**src/rtl/fbfill_pkg.sv**
```systemverilog
package fbfill_pkg;
   typedef enum logic [1:0] {
      SEL_LEN   = 2'd0,
      SEL_START = 2'd1,
      SEL_DATA  = 2'd2,
      SEL_FSEL  = 2'd3
   } reg_sel_e;
endpackage

```
**src/rtl/fbfill_run.sv**
```systemverilog
module fbfill_run #(
   parameter int ADDR_W       = 16,
   parameter int DATA_W       = 16,
   parameter int LEN_W        = 8,
   parameter int LINE_W       = 8,
   parameter bit WRAP_IN_LINE = 1'b1
) (
   input  logic              clk,
   input  logic              rst_n,
   input  logic              len_we,
   input  logic              start_we,
   input  logic              data_we,
   input  logic [DATA_W-1:0] wdata,
   output logic              busy,
   output logic [ADDR_W-1:0] cur_addr,
   output logic [DATA_W-1:0] cur_word,
   output logic [LEN_W-1:0]  len_q
);
   localparam int CNT_W = LEN_W + 1;

   initial begin
      if (ADDR_W > DATA_W) $error("ADDR_W must not exceed DATA_W");
      if (LEN_W > DATA_W)  $error("LEN_W must not exceed DATA_W");
      if (LINE_W >= ADDR_W || LINE_W < 1) $error("LINE_W out of range");
   end

   logic [LEN_W-1:0]  remain_q;
   logic [ADDR_W-1:0] next_addr;

   generate
      if (WRAP_IN_LINE) begin : g_line_wrap
         logic [LINE_W-1:0] low_inc;
         assign low_inc   = cur_addr[LINE_W-1:0] + 1'b1;
         assign next_addr = {cur_addr[ADDR_W-1:LINE_W], low_inc};
      end else begin : g_flat
         assign next_addr = cur_addr + 1'b1;
      end
   endgenerate

   always_ff @(posedge clk) begin
      if (!rst_n) begin
         busy     <= 1'b0;
         cur_addr <= '0;
         cur_word <= '0;
         len_q    <= '0;
         remain_q <= '0;
      end else if (busy) begin
         cur_addr <= next_addr;
         remain_q <= remain_q - 1'b1;
         if (remain_q == '0) busy <= 1'b0;
      end else begin
         if (len_we)   len_q    <= wdata[LEN_W-1:0];
         if (start_we) cur_addr <= wdata[ADDR_W-1:0];
         if (data_we) begin
            cur_word <= wdata;
            remain_q <= len_q;
            busy     <= 1'b1;
         end
      end
   end

   // word counter used only by the checks below
   logic [CNT_W-1:0] words_q;
   always_ff @(posedge clk) begin
      if (!rst_n)                words_q <= '0;
      else if (data_we && !busy) words_q <= '0;
      else if (busy)             words_q <= words_q + 1'b1;
   end

   p_len_count_r2: assert property (@(posedge clk) disable iff (!rst_n)
      $fell(busy) |-> words_q == ({1'b0, len_q} + 1'b1));

   p_busy_ignore_r9: assert property (@(posedge clk) disable iff (!rst_n)
      (busy && (data_we || start_we || len_we)) |=> $stable(cur_word) && $stable(len_q));

   p_addr_line_r4: assert property (@(posedge clk) disable iff (!rst_n)
      (busy && $past(busy)) |->
         cur_addr[ADDR_W-1:LINE_W] == $past(cur_addr[ADDR_W-1:LINE_W]));

   p_word_hold_r3: assert property (@(posedge clk) disable iff (!rst_n)
      (busy && $past(busy)) |-> $stable(cur_word));
endmodule

```
**src/rtl/fbfill_fsel.sv**
```systemverilog
module fbfill_fsel (
   input  logic clk,
   input  logic rst_n,
   input  logic fs_we,
   input  logic fs_val,
   input  logic vblank,
   input  logic mode_zero,
   output logic frame_sel,
   output logic pending
);
   logic vb_q;
   logic pend_val;
   logic vb_rise;

   assign vb_rise = vblank && !vb_q;

   always_ff @(posedge clk) begin
      if (!rst_n) begin
         vb_q      <= 1'b0;
         frame_sel <= 1'b0;
         pending   <= 1'b0;
         pend_val  <= 1'b0;
      end else begin
         vb_q <= vblank;
         if (fs_we) begin
            if (vblank || mode_zero) begin
               frame_sel <= fs_val;
               pending   <= 1'b0;
            end else begin
               pending  <= 1'b1;
               pend_val <= fs_val;
            end
         end else if (vb_rise && pending) begin
            frame_sel <= pend_val;
            pending   <= 1'b0;
         end
      end
   end

   p_fs_now_r7: assert property (@(posedge clk) disable iff (!rst_n)
      (fs_we && (vblank || mode_zero)) |=> (frame_sel == $past(fs_val)) && !pending);

   p_fs_defer_r8: assert property (@(posedge clk) disable iff (!rst_n)
      (fs_we && !vblank && !mode_zero) |=> $stable(frame_sel) && pending);

   p_fs_hold_r8: assert property (@(posedge clk) disable iff (!rst_n)
      (!fs_we && !vb_rise) |=> $stable(frame_sel));
endmodule

```
**src/rtl/fbfill_top.sv**
```systemverilog
module fbfill_top
   import fbfill_pkg::*;
#(
   parameter int ADDR_W = 16,
   parameter int DATA_W = 16,
   parameter int LEN_W  = 8,
   parameter int LINE_W = 8,
   parameter int MODE_W = 2
) (
   input  logic              clk,
   input  logic              rst_n,
   input  logic              reg_we,
   input  logic [1:0]        reg_sel,
   input  logic [DATA_W-1:0] reg_wdata,
   input  logic              vblank,
   input  logic [MODE_W-1:0] disp_mode,
   output logic              busy,
   output logic [ADDR_W-1:0] fill_addr,
   output logic [DATA_W-1:0] fill_word,
   output logic [LEN_W-1:0]  fill_len,
   output logic              frame_sel,
   output logic              fs_pending,
   output logic              fb_we,
   output logic              fb_buf,
   output logic [ADDR_W-1:0] fb_addr,
   output logic [DATA_W-1:0] fb_data
);
   reg_sel_e sel;
   assign sel = reg_sel_e'(reg_sel);

   fbfill_run #(
      .ADDR_W(ADDR_W), .DATA_W(DATA_W), .LEN_W(LEN_W),
      .LINE_W(LINE_W), .WRAP_IN_LINE(1'b1)
   ) u_run (
      .clk      (clk),
      .rst_n    (rst_n),
      .len_we   (reg_we && sel == SEL_LEN),
      .start_we (reg_we && sel == SEL_START),
      .data_we  (reg_we && sel == SEL_DATA),
      .wdata    (reg_wdata),
      .busy     (busy),
      .cur_addr (fill_addr),
      .cur_word (fill_word),
      .len_q    (fill_len)
   );

   fbfill_fsel u_fsel (
      .clk       (clk),
      .rst_n     (rst_n),
      .fs_we     (reg_we && sel == SEL_FSEL),
      .fs_val    (reg_wdata[0]),
      .vblank    (vblank),
      .mode_zero (disp_mode == '0),
      .frame_sel (frame_sel),
      .pending   (fs_pending)
   );

   assign fb_we   = busy;
   assign fb_buf  = ~frame_sel;
   assign fb_addr = fill_addr;
   assign fb_data = fill_word;

   p_start_r3: assert property (@(posedge clk) disable iff (!rst_n)
      (reg_we && sel == SEL_DATA && !busy) |=> fb_we && fb_data == $past(reg_wdata));

   p_back_buf_r6: assert property (@(posedge clk) disable iff (!rst_n)
      fb_we |-> fb_buf != frame_sel);
endmodule

```
**config.mk**
```make
export PLATFORM = sky130hd
export DESIGN_NAME = fbfill_top
export DESIGN_NICKNAME = d
export VERILOG_FILES = /design/src/rtl/fbfill_pkg.sv /design/src/rtl/fbfill_run.sv /design/src/rtl/fbfill_fsel.sv /design/src/rtl/fbfill_top.sv
export SDC_FILE = /design/constraint.sdc
export NUM_CORES = 1
export LEC_CHECK = 0
export BUFFER_PORTS_ARGS = -buffer_cell sky130_fd_sc_hd__buf_2
export CORE_ASPECT_RATIO = 0.9
export CORE_UTILIZATION = 44
export DETAILED_ROUTE_END_ITERATION = 12
export HOLD_SLACK_MARGIN = 0.06
export PLACE_DENSITY = 0.86
export SLEW_MARGIN = 30
export SYNTH_ARGS = -nofsm -noshare
export SYNTH_HDL_FRONTEND = slang
export SYNTH_HIERARCHICAL = 1
export SYNTH_SLANG_ARGS = --single-unit
export TNS_END_PERCENT = 50
```
**constraint.sdc**
```tcl
create_clock -name clk -period 1.4 [get_ports clk]
set_input_delay 0.28 -clock clk [delete_from_list [all_inputs] [get_ports clk]]
set_output_delay 0.28 -clock clk [all_outputs]
set_load 0.005 [all_outputs]
```
# Word level (Yosys, flattened, before mapping)
# Cells that the tools add are included.
dict set report classes {
  n_bitwise 3
  n_eq_ne 4
  n_addsub 2
  reduce_logical 19
  mux 13
}
# op n
set op_table {}
lappend op_table {{8-bit two-way mux} 4}
lappend op_table {{2-bit AND reduction} 5}
lappend op_table {{1-bit two-way mux} 9}
lappend op_table {{8-bit by 1-bit adder with 8-bit output (second input constant)} 1}
lappend op_table {{8-bit zero test} 1}
lappend op_table {{8-bit by 1-bit subtractor with 8-bit output (second input constant)} 1}
lappend op_table {{1-bit logical AND} 6}
lappend op_table {{2-bit nonzero test} 3}
lappend op_table {{2-bit == test (second input constant)} 2}
lappend op_table {{2-bit zero test} 2}
lappend op_table {{1-bit NOT} 3}
lappend op_table {{2-bit by 1-bit == test with 1-bit output (second input constant)} 1}
lappend op_table {{2-bit != test (second input constant)} 1}
lappend op_table {{1-bit zero test} 1}
lappend op_table {{1-bit logical OR} 1}
dict set report totals {
  reg_bits 53
  output_inout_bits 77
  wordCells 51
  inputBits 24
}

# Logic depth before layout (Yosys ltp)
# Gate-level depths: netlist of run 1.
dict set report depth {
  depth_word 5
  ltp_mapped 6
  ltp_nobuf 5
}

# Cells and area by module
# The synthesis of run 1 kept the hierarchy.
# mod n_inst area_each_um2 cells_each seq_area_each_um2
set modules_own_cells {}
lappend modules_own_cells {fbfill_run 1 2103.3 254 980.9}
lappend modules_own_cells {fbfill_top 1 292.8 39 0.0}
lappend modules_own_cells {fbfill_fsel 1 177.7 17 80.1}

# Least setup slack after synthesis of run 1
# OpenSTA, ideal clock, no wires.
dict set report synth_path {
  path_kind {input-to-reg}
  from {in reg_we}
  to {reg u_run.cur_addr[3]}
  path_buffers 1
  setup_time_ns 0.120
  stages 5
  path_slack_ns 0.098
  arrival_time_ns 1.183
  t_required_ns 1.280
  cell_sequence {and3b_1 -> buf_2 -> and2b_1 -> a22o_1 -> o31a_1}
}
dict set report synth_via {
  elab_chain_cells 2
}
# item line_no
set synth_lines {}
lappend synth_lines {{start: declaration} fbfill_top.sv:12} ;# input logic reg_we,
lappend synth_lines {{1-bit logical AND} fbfill_top.sv:38} ;# .start_we (reg_we && sel == SEL_START),
lappend synth_lines {{2-bit nonzero test (no line)} n/a}
lappend synth_lines {{end signal: assignment} fbfill_run.sv:48} ;# cur_addr <= next_addr;
lappend synth_lines {{end signal: assignment} fbfill_run.sv:53} ;# if (start_we) cur_addr <= wdata[ADDR_W-1:0];
lappend synth_lines {{end: declaration} fbfill_run.sv:15} ;# output logic [ADDR_W-1:0] cur_addr,
# Every way passes these cells.
# A chain may end at the register's enable or synchronous reset.

# Final worst setup path of run 1
dict set report layout_path {
  from {reg u_run.remain_q[0]}
  to {reg u_run.remain_q[4]}
}
dict set report layout_via {
  elab_chain_cells 2
}
# item line_no
set layout_lines {}
lappend layout_lines {{start: declaration} fbfill_run.sv:27} ;# logic [LEN_W-1:0] remain_q;
lappend layout_lines {{start signal: assignment} fbfill_run.sv:49} ;# remain_q <= remain_q - 1'b1;
lappend layout_lines {{start signal: assignment} fbfill_run.sv:56} ;# remain_q <= len_q;
lappend layout_lines {{8-bit by 1-bit subtractor with 8-bit output} fbfill_run.sv:49}
lappend layout_lines {{8-bit two-way mux} fbfill_run.sv:47} ;# end else if (busy) begin
# Every way passes these cells.

==> results of run 1 <==
==> cells in the mapped netlist, types with 5 or more instances <==
cell type,n
nor2b_1,7
inv_1,5
a21oi_1,39
nand2_1,68
or3_1,5
mux2_2,6
o21ai_0,9
nor2_1,6
buf_2,8
dfxtp_1,53
a31oi_1,6
buf_4,36
==> metrics by stage <==
| stage | worst slack, ns | setup TNS (ns) |
|---|---|---|
| floorplan | 0.09762 | 0 |
| global placement | -0.05491 | -0.2401 |
| detailed placement | -0.1043 | -1.082 |
| CTS | 0.07217 | 0 |
| global route | 0.002681 | 0 |
| finish | 0.09833 | 0 |
==> cell usage in the layout, fill, tap and decap left out, drive strengths merged, types with 2 or more instances in the layout <==
| cell type | n |
|---|---|
| buf | 115 |
| nand2 | 69 |
| dfxtp | 53 |
| a21oi | 39 |
| o21ai | 10 |
| nor2b | 7 |
| nor2 | 7 |
| mux2 | 6 |
| a31oi | 6 |
| inv | 6 |
| clkbuf | 6 |
| or3 | 6 |
| nand3b | 4 |
| nor3b | 4 |
| and3b | 3 |
| mux2i | 3 |
| nand2b | 3 |
| o211ai | 3 |
| a211oi | 3 |
| nand3 | 3 |
| ha | 3 |
| and3 | 3 |
| clkinvlp | 2 |
| o21a | 2 |
| and2b | 2 |
| a22oi | 2 |
| a221oi | 2 |
| o31ai | 2 |
==> report_power, final <==
part / internal (W) / switching [W] / total [W]
registers: 0.00157 / 0.0000668 / 0.00164
logic: 0.000214 / 0.000229 / 0.000443
clock network: 0.000354 / 0.000511 / 0.000864
total: 0.00214 / 0.000806 / 0.00295
==> path summary, 6_finish.rpt <==
kind,start,to,slack (ns),depth (start not counted)
max,u_run/remain_q[0],u_run/remain_q[4],0.1,5
max reg2reg,u_run/remain_q[0],u_run/remain_q[4],0.1,5
min,reg_wdata[9],u_run/cur_word[9],0.21,3
min reg2reg,u_run/cur_addr[9],u_run/cur_addr[9],0.47,2
==> registers in the layout, summed over array words and instances (netlist names) <==
name	flops
u_run/cur_addr	16
u_fsel/vb_q	1
u_run/remain_q	8
u_run/len_q	8
u_fsel/frame_sel	1
u_fsel/pending	1
u_fsel/pend_val	1
u_run/busy	1
u_run/cur_word	16
==> metal layers <==
metal | vias up | share of wire | track usage
li1 | 1170 | - | -
met1 | 1108 | 0.45 | 0.2552
met2 | 75 | 0.48 | 0.3526
met3 | 7 | 0.063 | 0.04908
met4 | 0 | 0.0085 | 0.05172
met5 | - | 0 | 0
==> kinds of logic (layout without fill, tap and decap cells) <==
logic type                 after synthesis  in the layout  share of synthesized area
and+or+nand+nor                        116            116                     0.2290
DFF                                     53             53                     0.4123
muxes                                    9              9                    0.03792
buffers and inverters                   55            129                     0.1366
adders and majority gates                3              3                    0.01459
AOI/OAI and AO/OA                       74             74                     0.1697
==> worst max-delay path, delay by kind of cell (launching register included) <==
family	cells	cell delay, ns
simple gates	1	0.22
buf+inv	1	0.08
fa+ha+maj	1	0.23
compound gates	2	0.25
flops	1	0.41
==> final cells by class <==
type / instances / area [um^2]
inverters: 6 / 22.52
flip-flops and latches: 53 / 1064
fillers: 542 / 2613
clock buffers: 6 / 72.57
multi-input cells: 202 / 1161
repair buffers: 115 / 625.6
clock inverters: 2 / 15.01
well taps: 70 / 87.58
==> timing repair <==
item / in CTS / in global routing
buffers inserted: 0 / 0
gates resized for setup: 1 / 1
setup endpoints to repair: 2 / 1
hold buffers: 0 / 0
==> impl_metrics.json, run 1 <==
{
  "power_w": 0.002946,
  "post-route-period-util": 0.9298,
  "first_global_vias": 2070,
  "report.final.setup_viol": 0,
  "routedWlPerCell_um": 13.48,
  "yosys.area.top_type": "dfxtp_1",
  "diodes": 0,
  "cts.clk_slew.worst_paths_ns": 0.10,
  "netlist_area_um2": 2574,
  "nets": 410,
  "worst-path-max-fanout": 5,
  "numCtsBuffers": 5,
  "synth_ff_type": "dfxtp_1",
  "synthesis.nets": 337,
  "cap_violations": 0,
  "status": "completed",
  "min_period_ns": 1.302,
  "clockRootBuffer": "clkbuf_8",
  "vias": 2360,
  "hold_violations": 0,
  "finalMaxSlewViolations": 0,
  "worst_path_max_delay_cell": "dfxtp_1",
  "drt-pass1-iter-count": 4,
  "gp_congestion": 0.8061,
  "skew_ns": 0.009835,
  "dp_hpwl_mm": 4.548,
  "synth-seq-cells": 53,
  "whs_ns": 0.2120,
  "cp-end-kind": "flop",
  "antenna_left": 0,
  "drt_iter0_drc": 134,
  "synthTopCellsByArea": "dfxtp_1 41%, buf_4 11%, nand2_1 9.9%",
  "stdcell_count": 454,
  "synth_edf_count": 0,
  "overflow": 0,
  "cp.arrival_ns": 1.49,
  "max_stage_delay_ns": 0.41,
  "worstSetupPathType": "flop to flop",
  "startpoint_type": "flop",
  "fmax_mhz": 768.2,
  "ys_warn_count": 6,
  "die_height_um": 74.56,
  "vdd_drop_max_mv": 0.4761,
  "clk_path_buf_depth": 2,
  "dpl-instance-area_um2": 2958,
  "syn_area_per_cell_um2": 8.302,
  "pin_count": 101,
  "insertion_delay_ns": 0.31,
  "worst_pin_slew_ns": 0.3634,
  "async_reset_ff_frac": 0,
  "synth_cell_types": 47,
  "drt_wl_total_mm": 6.122,
  "grt_antenna_before_repair": 0,
  "dieArea_um2": 6160,
  "grt_max_degree": 20,
  "clock_sinks": 53,
  "fin_util": 0.5385,
  "rsz0062_at_grt": "no",
  "hold_class": "input pin to flop",
  "ys_seq_area_frac": 0.4123,
  "io_buffers": 100,
  "crit_required_ns": 1.59,
  "grt_pass1_wl_mm": 9.466,
  "path_cells": "inv_1 > ha_1 > and3b_1 > a22oi_1 > a21oi_1",
  "drive_above_1_share": 0.3672,
  "track_usage": 0.2040,
  "cts_tree": "yes",
  "synthCells": 310,
  "leakagePower_nw": 1.396,
  "coreArea_um2": 5660,
  "area_growth_pct": 18.42,
  "power_density_nw_per_um2": 966.6,
  "htree_num_levels": 2,
  "fin_area_um2": 3048,
  "die_w_um": 82.62,
  "placed_cells": 446,
  "rows": 26,
  "viasPerCell": 5.198,
  "initial_utilization": 0.4547,
  "yosys.area.top_type_share": 0.4123,
  "drcViolationCount": 0,
  "slew_headroom": 0.7557
}
(Power assumes the default switching activity.)
==> run 2: changes to the inputs <==
Settings changed: PLACE_DENSITY 0.86 to 0.87.
==> run 2 against run 1 <==
Against the previous run:
- clock-buffer cell count is 2 higher
- design area did not move
- global-route usage shrank 0.17 points
- critical path depth is 1 lower
- clock power shrank 6.8%
- setup slack worse by 0.0052 ns
- wire length fell by 0.31%
- sequential power barely moved
- total power is 1.7% lower
- flip-flop and latch count did not move
- non-clock buffer count fell by 1
- critical path type unchanged
- largest power group unchanged
==> impl_metrics.json, run 2 (synthesized netlist as in run 1, its figures left out) <==
{
  "cap_violations": 0,
  "switching_power_w": 0.0007496,
  "cp-end-kind": "flop",
  "grt_pass1_wl_mm": 9.321,
  "post-route-period-util": 0.9335,
  "htree_num_levels": 2,
  "top_layer": "met4",
  "grt_max_degree": 21,
  "coreArea_um2": 5660,
  "startpoint_type": "flop",
  "viasPerCell": 5.166,
  "gp_congestion": 0.8067,
  "finalWorstSetupSlack_ns": 0.09313,
  "status": "completed",
  "hold_class": "input pin to flop",
  "power_density_nw_per_um2": 949.7,
  "vdd_drop_max_mv": 0.4281,
  "pin_count": 101,
  "fmax_mhz": 765.2,
  "p_int_w": 0.002145,
  "diodes": 0,
  "max_stage_delay_ns": 0.42,
  "final_common_cell": "buf_2",
  "rows": 26,
  "clockRootBuffer": "clkbuf_8",
  "dr_wl_met3_um": 361,
  "io_buffers": 100,
  "cp_num_buf_inv": 1,
  "die_w_um": 82.62,
  "report.final.setup_viol": 0,
  "track_usage": 0.2023,
  "hold_violations": 0,
  "pwr-share-seq": 0.567,
  "grt_antenna_before_repair": 0,
  "drt_wl_total_mm": 6.103,
  "worst-path-max-fanout": 6,
  "slew_headroom": 0.7116,
  "initial_utilization": 0.4547,
  "path_cells": "ha_1 > inv_1 > or3_1 > a31oi_1",
  "worstSetupPathType": "flop to flop",
  "setup-tns-final_ns": 0,
  "worst_pin_slew_ns": 0.4293,
  "insertion_delay_ns": 0.29,
  "cts_tree": "yes",
  "vias": 2340,
  "first_global_vias": 1995,
  "routedWlPerCell_um": 13.47,
  "wl_met1_mm": 2.727,
  "drt_iter0_drc": 152,
  "leakagePower_nw": 1.401,
  "power.share.switching": 0.2590,
  "cp.arrival_ns": 1.54,
  "crit_required_ns": 1.63,
  "rsz0062_at_grt": "no",
  "finalMaxSlewViolations": 0,
  "skew_ns": 0.009007,
  "antenna_left": 0,
  "drcViolationCount": 0,
  "worst_path_max_delay_cell": "dfxtp_1",
  "area_growth_pct": 18.42,
  "numCtsBuffers": 5,
  "dp_hpwl_mm": 4.574,
  "path_delay_family": "flip-flops",
  "pwr-share-clk": 0.278,
  "dieArea_um2": 6160,
  "post-place-ws_ns": -0.1105,
  "power_frac_comb": 0.155,
  "wl_met2_mm": 2.979,
  "layout_common_cells": "100 x buf_2, 68 x nand2_1, 52 x dfxtp_1",
  "nFillCells": 543,
  "die_height_um": 74.56,
  "nets": 409,
  "dpl-instance-area_um2": 2963,
  "min_period_ns": 1.307,
  "overflow": 0,
  "postCtsHoldBufs": 0,
  "fin_area_um2": 3048,
  "drt-pass1-iter-count": 4,
  "drive_above_1_share": 0.3577,
  "reg.largest.list": "u_run/cur_addr (16), u_run/cur_word (16)",
  "clk_path_buf_depth": 2,
  "clock_sinks": 53,
  "cts.clk_slew.worst_paths_ns": 0.09
}
## run 2: cell count changes in the layout (fill, tap and decap cells not counted)
cell and change:
buf_12 +1, clkbuf_1 +2, dfxtp_1 +1, buf_4 -3
clkinvlp_4 -2, dfxtp_2 -1, buf_6 +1
## run 2: area by class of cell
type | count | area (um^2) | share of cell area
Multi-Input combinational cell | 202 | 1161 | 0.3810
Sequential cell | 53 | 1062 | 0.3485
Timing Repair Buffer | 114 | 634.4 | 0.2081
Tap cell | 70 | 87.58 | 0.02874
Clock buffer | 8 | 80.08 | 0.02627
Inverter | 6 | 22.52 | 0.007389
## run 2: path summary, 6_finish.rpt
path | startpoint | endpoint | slack (ns) | cells past startpoint
worst max-delay path | u_run/cur_addr[1] | u_run/cur_addr[6] | 0.09 | 4
worst min register to register | u_run/cur_word[9] | u_run/cur_word[9] | 0.47 | 2
worst min-delay path | reg_wdata[10] | u_run/cur_addr[10] | 0.23 | 3
worst max register to register | u_run/cur_addr[1] | u_run/cur_addr[6] | 0.09 | 4
## run 2: per-layer routing
layer | GRT usage | up-vias
li1 | - | 1173
met4 | 0.07088 | 0
met3 | 0.04663 | 4
met1 | 0.2551 | 1072
met2 | 0.3398 | 91
met5 | 0 | -
## run 2: power by group through the flow
stage / clock network [W] / registers (W) / logic [W]
after floorplan: 0 / 0.00167 / 0.000289
after global placement: 0 / 0.00167 / 0.000432
after detailed placement: 0 / 0.00167 / 0.000442
after CTS: 0.000844 / 0.00164 / 0.000446
after global routing: 0.000919 / 0.00165 / 0.000501
final: 0.000805 / 0.00164 / 0.000449
## run 2: per-stage QoR
stage | power [W] | hold WS (ns) | utilization | std cells
3_5_place_dp | 0.002115 | 0.4599 | 0.5234 | 445
3_3_place_gp | 0.002100 | 0.4528 | 0.5234 | 445
6_report | 0.002895 | 0.2301 | 0.5385 | 453
2_1_floorplan | 0.001955 | 0.3975 | - | 310
4_1_cts | 0.002929 | 0.2153 | 0.5376 | 453
5_1_grt | 0.003072 | 0.2123 | 0.5385 | 453
## run 2: worst register-to-register path, delay by kind of cell (launching register included)
| kind | cells | cell delay, ns |
|---|---|---|
| DFF | 1 | 0.42 |
| adders and majority gates | 1 | 0.22 |
| buffers and inverters | 1 | 0.07 |
| AOI/OAI and AO/OA | 1 | 0.17 |
| and+or+nand+nor | 1 | 0.36 |
## run 2: what timing repair did
item                       4_1_cts  5_1_grt
setup buffers                    0        0
setup endpoints to repair        0        4
gates resized for setup          0        2
==> run 3: changes to the inputs <==
Settings changed: GPL_TIMING_DRIVEN set to 0, SETUP_SLACK_MARGIN set to 0.02.
==> run 3 against run 2 <==
Against the previous run:
- via count increased by 7.8%
- combinational power increased by 8.9%
- fmax grew 1.9%
- wire length grew 6.5%
- sequential power about the same
- first-iteration DRC count rose by 36%
- clock-buffer cell count shrank 3
- clock power up 7.0%
- worst hold slack worse by 0.020 ns
- total power increased by 3.4%
- final cell count up 7.7%
- register-to-register slack better by 0.02 ns
==> impl_metrics.json, run 3 (synthesized netlist as in run 1, its figures left out) <==
{
  "dp_hpwl_mm": 4.917,
  "fin_area_um2": 3272,
  "viasPerCell": 5.170,
  "routedWlPerCell_um": 13.32,
  "fmax_mhz": 779.6,
  "cp-end-kind": "flop",
  "antenna_left": 0,
  "numCtsBuffers": 5,
  "nets": 444,
  "clock_sinks": 53,
  "htree_num_levels": 2,
  "hold_violations": 0,
  "pin_count": 101,
  "dieArea_um2": 6160,
  "die_height_um": 74.56,
  "clk_path_buf_depth": 2,
  "diodes": 0,
  "cap_violations": 0,
  "timing.rr.start": "u_run/cur_addr[0]",
  "vias": 2523,
  "report.final.setup_viol": 0,
  "cts_tree": "yes",
  "power_density_nw_per_um2": 914.7,
  "startpoint_type": "flop",
  "post-route-period-util": 0.9162,
  "drcViolationCount": 0,
  "cts.clk_slew.worst_paths_ns": 0.10,
  "drt_wl_total_mm": 6.498,
  "critPathCapture": "u_run/cur_addr[6]",
  "layout_common_cells": "106 x buf_2, 68 x nand2_1, 47 x dfxtp_1",
  "die_w_um": 82.62,
  "gp_congestion": 0.9118,
  "reg2regPathDepth": 4,
  "finalMaxSlewViolations": 0,
  "io_buffers": 100,
  "worst_pin_slew_ns": 0.5396,
  "nFillCells": 511,
  "track_usage": 0.2121,
  "grt_antenna_before_repair": 0,
  "rsz0062_at_grt": "no",
  "slew_headroom": 0.6403,
  "post-cts-setup-buffers": 0,
  "crit_required_ns": 1.64,
  "area_growth_pct": 27.13,
  "grt_pass1_wl_mm": 9.873,
  "cp.arrival_ns": 1.52,
  "grt_max_degree": 18,
  "initial_utilization": 0.4547,
  "rr_endpoint": "u_run/cur_addr[6]",
  "first_global_vias": 2142,
  "insertion_delay_ns": 0.31,
  "final_common_cell": "buf_2",
  "ff2ff_setup_slack_ns": 0.12,
  "min_period_ns": 1.283,
  "drt-pass1-iter-count": 4,
  "vdd_drop_max_mv": 0.4386,
  "rows": 26,
  "coreArea_um2": 5660,
  "leakagePower_nw": 1.557,
  "whs_ns": 0.2104,
  "startpoint": "u_run/cur_addr[0]",
  "status": "completed",
  "fin_util": 0.5780,
  "hold_class": "input pin to flop",
  "skew_ns": 0.008337,
  "drive_above_1_share": 0.4211,
  "drt_iter0_drc": 207,
  "worst-path-max-fanout": 7,
  "dpl-instance-area_um2": 3162,
  "clockRootBuffer": "clkbuf_8",
  "overflow": 0,
  "worstSetupPathType": "flop to flop",
  "reg.largest.list": "u_run/cur_addr (16), u_run/cur_word (16)"
}
## run 3: metrics by stage
stage / cells / worst slack [ns] / setup TNS [ns] / power (W)
floorplan: 310 / 0.09762 / 0 / 0.001955
global placement: 480 / -0.1347 / -2.476 / 0.002141
finish: 488 / 0.1173 / 0 / 0.002993
CTS: 488 / 0.02560 / 0 / 0.003005
detailed placement: 480 / -0.1428 / -3.322 / 0.002155
global route: 488 / 0.02168 / 0 / 0.003143
## run 3: timing repair
action / CTS / global route
gates resized for setup: 0 / 9
setup endpoints to repair: 0 / 28
hold buffers: 0 / 0
## run 3: power by group
group,internal [W],total [W],switching [W]
clock network,0.000351,0.000861,0.000509
registers,0.00157,0.00164,0.0000696
logic,0.000246,0.000489,0.000243
## run 3: worst min path at each step
stage / startpoint / to / slack (ns) / depth (start not counted)
after CTS: reg_wdata[15] / u_run/cur_word[15] / 0.20 / 3
after floorplan: rst_n / u_fsel/frame_sel / 0.40 / 1
after global placement: u_run/cur_word[4] / u_run/cur_word[4] / 0.45 / 2
after global routing: reg_wdata[15] / u_run/cur_word[15] / 0.21 / 3
after detailed placement: u_run/cur_word[10] / u_run/cur_word[10] / 0.46 / 2
final: reg_wdata[15] / u_run/cur_word[15] / 0.21 / 3
## run 3: layout make-up
class / instances / area, um^2 / share of cell area
tap: 70 / 87.58 / 0.02677
sequential: 53 / 1069 / 0.3266
clock buffer: 5 / 68.82 / 0.02103
clock inverter: 3 / 22.52 / 0.006883
buffer: 49 / 334.1 / 0.1021
timing repair buffer: 100 / 500.5 / 0.1530
inverter: 6 / 22.52 / 0.006883
multi-input combinational: 202 / 1167 / 0.3568
## run 3: critical path, stage by stage, from the launching register on
cell	delay [ns]
dfxtp_2	0.41
ha_1	0.22
inv_1	0.07
or3_1	0.35
a31oi_1	0.16
## run 3: metal layers
metal / wire length (um) / part of all wire / GRT usage
met5: 0 / 0 / 0
met2: 3194 / 0.49 / 0.3618
met3: 491 / 0.076 / 0.04785
met1: 2773 / 0.43 / 0.2740
met4: 38 / 0.0058 / 0.04789
